<file path="config.mk">
export PLATFORM = sky130hd
export DESIGN_NAME = pmu_unit
export DESIGN_NICKNAME = d
export VERILOG_FILES = /design/src/rtl/pmu_pkg.sv /design/src/rtl/pmu_evt_match.sv /design/src/rtl/pmu_counter.sv /design/src/rtl/pmu_read_port.sv /design/src/rtl/pmu_unit.sv
export SDC_FILE = /design/constraint.sdc
export NUM_CORES = 2
export LEC_CHECK = 0
export BUFFER_PORTS_ARGS = -buffer_cell sky130_fd_sc_hd__buf_2
export CORE_ASPECT_RATIO = 1.1
export CORE_MARGIN = 5
export CORE_UTILIZATION = 60
export DETAILED_ROUTE_END_ITERATION = 8
export PLACE_DENSITY_LB_ADDON = 0.1
export SLEW_MARGIN = 20
export SYNTH_ARGS = -nofsm -noshare
export SYNTH_HDL_FRONTEND = slang
export SYNTH_SLANG_ARGS = --single-unit
export TNS_END_PERCENT = 5
</file>
<file path="constraint.sdc">
create_clock -name clk -period 11.5 [get_ports clk]
set_clock_uncertainty 0.05 [all_clocks]
set_input_delay 0 -clock clk [delete_from_list [all_inputs] [get_ports clk]]
set_output_delay 0 -clock clk [all_outputs]
set_load 0.005 [all_outputs]
</file>
<file path="src/rtl/pmu_pkg.sv">
package pmu_pkg;
  localparam int unsigned REG_W       = 64;
  localparam int unsigned ADDR_W      = 5;
  localparam int unsigned IDX_W       = 32;
  localparam int unsigned CODE_W      = 8;

  localparam int unsigned RA_GCTL     = 0;
  localparam int unsigned RA_FCTL     = 1;
  localparam int unsigned RA_OVF      = 2;
  localparam int unsigned RA_EVS      = 4;

  localparam int unsigned EVS_USR     = 16;
  localparam int unsigned EVS_KRN     = 17;
  localparam int unsigned EVS_INT     = 20;
  localparam int unsigned EVS_EN      = 22;
  localparam logic [REG_W-1:0] EVS_MASK = 64'h0000_0000_0053_FFFF;

  localparam int unsigned FIX_GBIT    = 32;
  localparam int unsigned FLD_W       = 4;
  localparam int unsigned FLD_KRN     = 0;
  localparam int unsigned FLD_USR     = 1;
  localparam int unsigned FLD_INT     = 3;
  localparam logic [FLD_W-1:0] FLD_MASK = 4'b1011;

  localparam int unsigned IDX_FIX_BIT = 30;
  localparam int unsigned IDX_BAD_BIT = 31;
endpackage

</file>
<file path="src/rtl/pmu_evt_match.sv">
module pmu_evt_match
  import pmu_pkg::*;
#(
  parameter int unsigned NUM_LANES = 2,
  parameter int unsigned INC_W     = $clog2(NUM_LANES + 1)
) (
  input  logic [REG_W-1:0]            evsel_i,
  input  logic                        gbl_en_i,
  input  logic                        priv_user_i,
  input  logic [NUM_LANES-1:0]        lane_vld_i,
  input  logic [NUM_LANES*CODE_W-1:0] lane_code_i,
  input  logic [NUM_LANES*CODE_W-1:0] lane_umask_i,
  output logic [INC_W-1:0]            inc_o
);
  logic [NUM_LANES-1:0] hit;
  logic [INC_W-1:0]     hit_cnt;
  logic                 gate;

  for (genvar l = 0; l < NUM_LANES; l++) begin : g_lane
    assign hit[l] = lane_vld_i[l]
                 && (lane_code_i[l*CODE_W +: CODE_W]  == evsel_i[CODE_W-1:0])
                 && (lane_umask_i[l*CODE_W +: CODE_W] == evsel_i[2*CODE_W-1:CODE_W]);
  end

  always_comb begin
    hit_cnt = '0;
    for (int l = 0; l < NUM_LANES; l++) begin
      hit_cnt = hit_cnt + INC_W'(hit[l]);
    end
  end

  assign gate  = gbl_en_i && evsel_i[EVS_EN]
              && (priv_user_i ? evsel_i[EVS_USR] : evsel_i[EVS_KRN]);
  assign inc_o = gate ? hit_cnt : '0;
endmodule

</file>
<file path="src/rtl/pmu_counter.sv">
module pmu_counter #(
  parameter int unsigned CNT_W = 48,
  parameter int unsigned INC_W = 2
) (
  input  logic             clk,
  input  logic             rst_n,
  input  logic             wr_en_i,
  input  logic [CNT_W-1:0] wr_val_i,
  input  logic [INC_W-1:0] inc_i,
  output logic [CNT_W-1:0] cnt_o,
  output logic             wrap_o
);
  logic [CNT_W-1:0] cnt_q;
  logic [CNT_W:0]   sum;

  assign sum    = {1'b0, cnt_q} + (CNT_W + 1)'(inc_i);
  assign wrap_o = sum[CNT_W] && !wr_en_i;
  assign cnt_o  = cnt_q;

  always_ff @(posedge clk) begin
    if (!rst_n)       cnt_q <= '0;
    else if (wr_en_i) cnt_q <= wr_val_i;
    else              cnt_q <= sum[CNT_W-1:0];
  end
endmodule

</file>
<file path="src/rtl/pmu_read_port.sv">
module pmu_read_port
  import pmu_pkg::*;
#(
  parameter int unsigned NUM_PROG = 4,
  parameter int unsigned NUM_FIX  = 3,
  parameter int unsigned CNT_W    = 48
) (
  input  logic                      clk,
  input  logic                      rst_n,
  input  logic                      req_valid_i,
  output logic                      req_ready_o,
  input  logic [IDX_W-1:0]          req_idx_i,
  input  logic [NUM_PROG*CNT_W-1:0] pcnt_i,
  input  logic [NUM_FIX*CNT_W-1:0]  fcnt_i,
  output logic                      rsp_valid_o,
  input  logic                      rsp_ready_i,
  output logic [CNT_W-1:0]          rsp_data_o,
  output logic                      rsp_err_o
);
  localparam int unsigned NUM_W = IDX_FIX_BIT;

  logic [NUM_W-1:0] num;
  logic             sel_fix;
  logic             bad;
  logic [CNT_W-1:0] sel_data;
  logic             accept;
  logic             vld_q, err_q;
  logic [CNT_W-1:0] data_q;

  assign num     = req_idx_i[NUM_W-1:0];
  assign sel_fix = req_idx_i[IDX_FIX_BIT];

  always_comb begin
    bad      = 1'b1;
    sel_data = '0;
    if (!req_idx_i[IDX_BAD_BIT]) begin
      for (int p = 0; p < NUM_PROG; p++) begin
        if (!sel_fix && num == NUM_W'(p)) begin
          sel_data = pcnt_i[p*CNT_W +: CNT_W];
          bad      = 1'b0;
        end
      end
      for (int f = 0; f < NUM_FIX; f++) begin
        if (sel_fix && num == NUM_W'(f)) begin
          sel_data = fcnt_i[f*CNT_W +: CNT_W];
          bad      = 1'b0;
        end
      end
    end
  end

  assign req_ready_o = !vld_q || rsp_ready_i;
  assign accept      = req_valid_i && req_ready_o;

  always_ff @(posedge clk) begin
    if (!rst_n) begin
      vld_q  <= 1'b0;
      err_q  <= 1'b0;
      data_q <= '0;
    end else if (accept) begin
      vld_q  <= 1'b1;
      err_q  <= bad;
      data_q <= sel_data;
    end else if (rsp_ready_i) begin
      vld_q  <= 1'b0;
      err_q  <= 1'b0;
    end
  end

  assign rsp_valid_o = vld_q;
  assign rsp_data_o  = data_q;
  assign rsp_err_o   = err_q;
endmodule

</file>
<file path="src/rtl/pmu_unit.sv">
module pmu_unit
  import pmu_pkg::*;
#(
  parameter int unsigned NUM_PROG  = 4,
  parameter int unsigned NUM_FIX   = 3,
  parameter int unsigned CNT_W     = 48,
  parameter int unsigned NUM_LANES = 2
) (
  input  logic                        clk,
  input  logic                        rst_n,
  input  logic                        csr_we,
  input  logic [ADDR_W-1:0]           csr_addr,
  input  logic [REG_W-1:0]            csr_wdata,
  output logic [REG_W-1:0]            csr_rdata,
  input  logic [1:0]                  priv,
  input  logic [NUM_LANES-1:0]        evt_valid,
  input  logic [NUM_LANES*CODE_W-1:0] evt_code,
  input  logic [NUM_LANES*CODE_W-1:0] evt_umask,
  input  logic [NUM_FIX-1:0]          fix_evt,
  output logic                        irq,
  input  logic                        rd_req_valid,
  output logic                        rd_req_ready,
  input  logic [IDX_W-1:0]            rd_req_idx,
  output logic                        rd_rsp_valid,
  input  logic                        rd_rsp_ready,
  output logic [CNT_W-1:0]            rd_rsp_data,
  output logic                        rd_rsp_err
);
  localparam int unsigned INC_W   = $clog2(NUM_LANES + 1);
  localparam int unsigned RA_PCNT = RA_EVS + NUM_PROG;
  localparam int unsigned RA_FCNT = RA_PCNT + NUM_PROG;

  function automatic logic [REG_W-1:0] gbl_mask_f();
    logic [REG_W-1:0] m;
    m = '0;
    for (int p = 0; p < NUM_PROG; p++) m[p] = 1'b1;
    for (int f = 0; f < NUM_FIX; f++)  m[FIX_GBIT + f] = 1'b1;
    return m;
  endfunction

  function automatic logic [REG_W-1:0] fctl_mask_f();
    logic [REG_W-1:0] m;
    m = '0;
    for (int f = 0; f < NUM_FIX; f++) m[f*FLD_W +: FLD_W] = FLD_MASK;
    return m;
  endfunction

  localparam logic [REG_W-1:0] GBL_MASK  = gbl_mask_f();
  localparam logic [REG_W-1:0] FCTL_MASK = fctl_mask_f();

  logic [REG_W-1:0]          gctl_q, fctl_q, ovf_q;
  logic [REG_W-1:0]          evsel_q [NUM_PROG];
  logic                      irq_q;
  logic                      priv_user;
  logic [NUM_PROG*CNT_W-1:0] pcnt_flat;
  logic [NUM_FIX*CNT_W-1:0]  fcnt_flat;
  logic [NUM_PROG-1:0]       pwrap;
  logic [NUM_FIX-1:0]        fwrap;
  logic [REG_W-1:0]          ovf_set, ovf_clr, int_en;

  assign priv_user = (priv != 2'd0);

  // control and event-select registers
  always_ff @(posedge clk) begin
    if (!rst_n) begin
      gctl_q <= '0;
      fctl_q <= '0;
    end else if (csr_we) begin
      if (csr_addr == ADDR_W'(RA_GCTL)) gctl_q <= csr_wdata & GBL_MASK;
      if (csr_addr == ADDR_W'(RA_FCTL)) fctl_q <= csr_wdata & FCTL_MASK;
    end
  end

  for (genvar p = 0; p < NUM_PROG; p++) begin : g_evs
    always_ff @(posedge clk) begin
      if (!rst_n)
        evsel_q[p] <= '0;
      else if (csr_we && csr_addr == ADDR_W'(RA_EVS + p))
        evsel_q[p] <= csr_wdata & EVS_MASK;
    end
  end

  // programmable counters
  for (genvar p = 0; p < NUM_PROG; p++) begin : g_prog
    logic [INC_W-1:0] inc;
    pmu_evt_match #(.NUM_LANES(NUM_LANES), .INC_W(INC_W)) u_match (
      .evsel_i      (evsel_q[p]),
      .gbl_en_i     (gctl_q[p]),
      .priv_user_i  (priv_user),
      .lane_vld_i   (evt_valid),
      .lane_code_i  (evt_code),
      .lane_umask_i (evt_umask),
      .inc_o        (inc)
    );
    pmu_counter #(.CNT_W(CNT_W), .INC_W(INC_W)) u_cnt (
      .clk      (clk),
      .rst_n    (rst_n),
      .wr_en_i  (csr_we && csr_addr == ADDR_W'(RA_PCNT + p)),
      .wr_val_i (csr_wdata[CNT_W-1:0]),
      .inc_i    (inc),
      .cnt_o    (pcnt_flat[p*CNT_W +: CNT_W]),
      .wrap_o   (pwrap[p])
    );
  end

  // fixed counters
  for (genvar f = 0; f < NUM_FIX; f++) begin : g_fix
    logic inc;
    assign inc = fix_evt[f] && gctl_q[FIX_GBIT + f]
              && (priv_user ? fctl_q[f*FLD_W + FLD_USR] : fctl_q[f*FLD_W + FLD_KRN]);
    pmu_counter #(.CNT_W(CNT_W), .INC_W(1)) u_cnt (
      .clk      (clk),
      .rst_n    (rst_n),
      .wr_en_i  (csr_we && csr_addr == ADDR_W'(RA_FCNT + f)),
      .wr_val_i (csr_wdata[CNT_W-1:0]),
      .inc_i    (inc),
      .cnt_o    (fcnt_flat[f*CNT_W +: CNT_W]),
      .wrap_o   (fwrap[f])
    );
  end

  // overflow status and interrupt
  always_comb begin
    ovf_set = '0;
    int_en  = '0;
    for (int p = 0; p < NUM_PROG; p++) begin
      ovf_set[p] = pwrap[p];
      int_en[p]  = evsel_q[p][EVS_INT];
    end
    for (int f = 0; f < NUM_FIX; f++) begin
      ovf_set[FIX_GBIT + f] = fwrap[f];
      int_en[FIX_GBIT + f]  = fctl_q[f*FLD_W + FLD_INT];
    end
    ovf_clr = (csr_we && csr_addr == ADDR_W'(RA_OVF)) ? (csr_wdata & GBL_MASK) : '0;
  end

  always_ff @(posedge clk) begin
    if (!rst_n) begin
      ovf_q <= '0;
      irq_q <= 1'b0;
    end else begin
      ovf_q <= (ovf_q & ~ovf_clr) | ovf_set;
      irq_q <= |(ovf_set & int_en);
    end
  end
  assign irq = irq_q;

  // register read mux
  always_comb begin
    csr_rdata = '0;
    if (csr_addr == ADDR_W'(RA_GCTL)) csr_rdata = gctl_q;
    if (csr_addr == ADDR_W'(RA_FCTL)) csr_rdata = fctl_q;
    if (csr_addr == ADDR_W'(RA_OVF))  csr_rdata = ovf_q;
    for (int p = 0; p < NUM_PROG; p++) begin
      if (csr_addr == ADDR_W'(RA_EVS + p))  csr_rdata = evsel_q[p];
      if (csr_addr == ADDR_W'(RA_PCNT + p)) csr_rdata = REG_W'(pcnt_flat[p*CNT_W +: CNT_W]);
    end
    for (int f = 0; f < NUM_FIX; f++) begin
      if (csr_addr == ADDR_W'(RA_FCNT + f)) csr_rdata = REG_W'(fcnt_flat[f*CNT_W +: CNT_W]);
    end
  end

  pmu_read_port #(.NUM_PROG(NUM_PROG), .NUM_FIX(NUM_FIX), .CNT_W(CNT_W)) u_rdp (
    .clk         (clk),
    .rst_n       (rst_n),
    .req_valid_i (rd_req_valid),
    .req_ready_o (rd_req_ready),
    .req_idx_i   (rd_req_idx),
    .pcnt_i      (pcnt_flat),
    .fcnt_i      (fcnt_flat),
    .rsp_valid_o (rd_rsp_valid),
    .rsp_ready_i (rd_rsp_ready),
    .rsp_data_o  (rd_rsp_data),
    .rsp_err_o   (rd_rsp_err)
  );
endmodule

</file>
==> out/qor.yml <==
critical_path:
  max_stage_delay_ns: 0.58
  cp_slowest_cell: "nor3_2"
  start_kind: "flop"
  critical_path_required_ns: 11.97
  criticalPathCategory: "reg2reg"
  crit_path_max_fanout: 7
  worst-path-buf-inv: 1
  end_kind: "flop"
  critPathTopFamily: "simple AND/OR/NAND/NOR gates"
  arrival_ns: 5.28
  cp_cell_sequence: "xor2_1 -> nor4_1 -> nand4_1 -> nor4_1 -> ha_1 -> and2_1 -> ha_1 -> inv_1 -> fa_1 -> and3b_1 -> nand4_1 -> nor3_2 -> nand2_1 -> or2_2 -> a311oi_1"
run_status:
  violations: "DRC"
  status: "finished, violations left"
synthesis:
  syn_area_per_cell_um2: 7.99
  syn_inst: 3782
  ys_seq_area_share_pct: 35.1
  async_flop_share_pct: 0
  yosys_register_bits: 490
  synth.cell_area_mm2: 0.0302
  yosys_warnings: 0
  dominantRegCellSynth: "dfxtp_1"
  synth_enable_flop_cells: 80
  synth_cell_types: 73
place:
  gp_congestion: 1.07
  hpwl_mm: 93.4
  port_buffers: 228
clock_network:
  cts_buffers: 52
  htreeDepth: 2
  clock_path_buffers: 3
  clkLatencyLatePin_ns: 0.63
  postCtsHoldBufs: 57
  root_buffer: "clkbuf_16"
  clock-sinks: 490
  cts_resized: 0
  postCtsSetupRepairBufs: 0
  clkSlewWorstSetupHoldPaths_ns: 0.06
  cts_tree: "done"
sta:
  fin_crit_ns: 4.81
  fmaxAchievable_mhz: 208
  setup_violations: 0
  drv_slew: 0
  rsz0062_at_grt: "no"
  hold_viol_final: 0
  final.setup.tns_ns: 0
  worst_slew_pin_slew_ns: 1.25
  maxSlewHeadroom_pct: 15.7
  fin_crit_sh_pct: 41.9
global_route:
  grt.overflow.total: 0
  grt_pass1_wl_mm: 194
  grt_max_degree: 158
  antenna_found_initial: 6
  first_global_vias: 30300
  grt_usage_pct: 46.2
finish:
  mostFrequentLayoutCell: "dfxtp_1"
  area_growth_pct: 11.2
  final_cell_mix: "dfxtp_1, nor2_1, nand2_1"
  drive_gt1_share_pct: 11.5
  fin_util_pct: 67.1
  final_nets: 4004
routing:
  wl_per_cell_um: 29.2
  viasPerCell: 7.08
  drtPass1Iterations: 9
  drc: 7
  vias: 32100
  drt-total-wl_mm: 132
  drtAntennaViolNets: 0
  drt-initial-drc-count: 4768
pwr:
  p_per_area_mw_per_mm2: 117
  worst_ir_drop_vdd_mv: 0.115
  p_leak_nw: 11.6
die:
  dieWidth_um: 224
  rows: 86
  floorplan.initialDensity_pct: 60.4
  dieArea_mm2: 0.0550
  coreArea_mm2: 0.0500
  die_h_um: 245
  ios: 261
job:
  maxCapViolCount: 0
min_path:
  hp-class: "in2reg"
==> cell usage after synthesis, types with 53 or more instances <==
master,instances,area (um^2)
o22ai_1,118,738
a211oi_1,196,1470
edfxtp_1,80,2400
and2_1,104,651
nand4_1,116,726
clkbuf_1,279,1050
dfxtp_1,410,8210
a21oi_1,269,1350
and3_1,53,332
nand3_1,166,831
o21ai_0,219,1100
xnor2_1,264,2310
inv_1,55,206
xor2_1,167,1460
nand2_1,323,1210
nor3_1,68,340
a22oi_1,71,533
nor2_1,335,1260
==> cell type report <==
cell class | count | area, um^2
Multi-Input combinational cell | 2912 | 18200
Fill cell | 4297 | 16400
Sequential cell | 490 | 10600
Timing Repair Buffer | 325 | 2010
Clock buffer | 74 | 1490
Tap cell | 660 | 826
Inverter | 56 | 218
Clock inverter | 17 | 204
Antenna cell | 3 | 7.51
==> report_power, final <==
part           leakage [nW]  switching [mW]  total [mW]  internal, mW
logic                  6.68           0.257       0.373         0.116
registers              4.07          0.0559        1.83          1.77
clock network         0.829           0.750        1.74         0.986
total                  11.6            1.06        3.94          2.88
==> path summary, 6_finish.rpt <==
| check | start | endpoint | slack, ns | cells after the start |
|---|---|---|---|---|
| worst max register to register | evsel_q[0][8] | g_prog[0].u_cnt.cnt_o[44] | 6.69 | 15 |
| worst min register to register | u_rdp.rsp_data_o[15] | u_rdp.rsp_data_o[15] | 0.40 | 2 |
| worst max-delay path | evsel_q[0][8] | g_prog[0].u_cnt.cnt_o[44] | 6.69 | 15 |
| worst min-delay path | csr_we | g_prog[3].u_cnt.cnt_o[0] | 0.04 | 4 |
==> registers in the layout (all words and copies together), names as in the netlist, 7 cells and up <==
signal,cells
evsel_q,80
fctl_q,9
g_fix.u_cnt.cnt_o,144
g_prog.u_cnt.cnt_o,192
gctl_q,7
ovf_q,7
u_rdp.rsp_data_o,48
==> per-stage QoR <==
step / hold slack [ns] / area [um^2] / std cells / power (mW) / setup slack [ns]
detailed placement: 0.245 / 31300 / 4386 / 2.20 / 6.82
floorplan: 0.0795 / 30300 / 3797 / 2.03 / 7.81
finish: 0.0426 / 33600 / 4537 / 3.94 / 6.69
CTS: 0.0123 / 33600 / 4534 / 3.91 / 6.80
global placement: 0.228 / 31300 / 4386 / 2.20 / 6.98
global route: 0.0377 / 33600 / 4534 / 4.01 / 6.46
==> routing by layer <==
layer	GRT usage, %	share of wire (%)	vias up
met5	0	0.020	-
li1	-	-	13900
met4	43.3	13	4
met3	9.90	11	832
met1	52.2	33	15000
met2	72.4	44	2428
==> logic make-up (layout without fill, tap and decap cells) <==
kind of cell / after synthesis / count (layout) / synth area share (%)
multiplexers: 51 / 51 / 1.92
AND/OR/NAND/NOR: 1348 / 1348 / 22.4
other: 1 / 19 / 0.0124
XOR/XNOR: 431 / 431 / 12.5
flip-flops: 490 / 490 / 35.1
adder cells (fa/ha/maj): 22 / 22 / 1.01
AO/OA/AOI/OAI: 1044 / 1044 / 21.9
buffers and inverters: 395 / 472 / 5.18
==> worst register-to-register path, delay by kind of cell (launching register included) <==
family	cells	cell delay, ns
adders and majority gates	3	0.81
buffers and inverters	1	0.06
xor gates and xnor gates	1	0.18
DFF	1	0.49
and+or+nand+nor	9	2.87
AOI/OAI and AO/OA	1	0.28
Power figures use the tool's default switching activity.
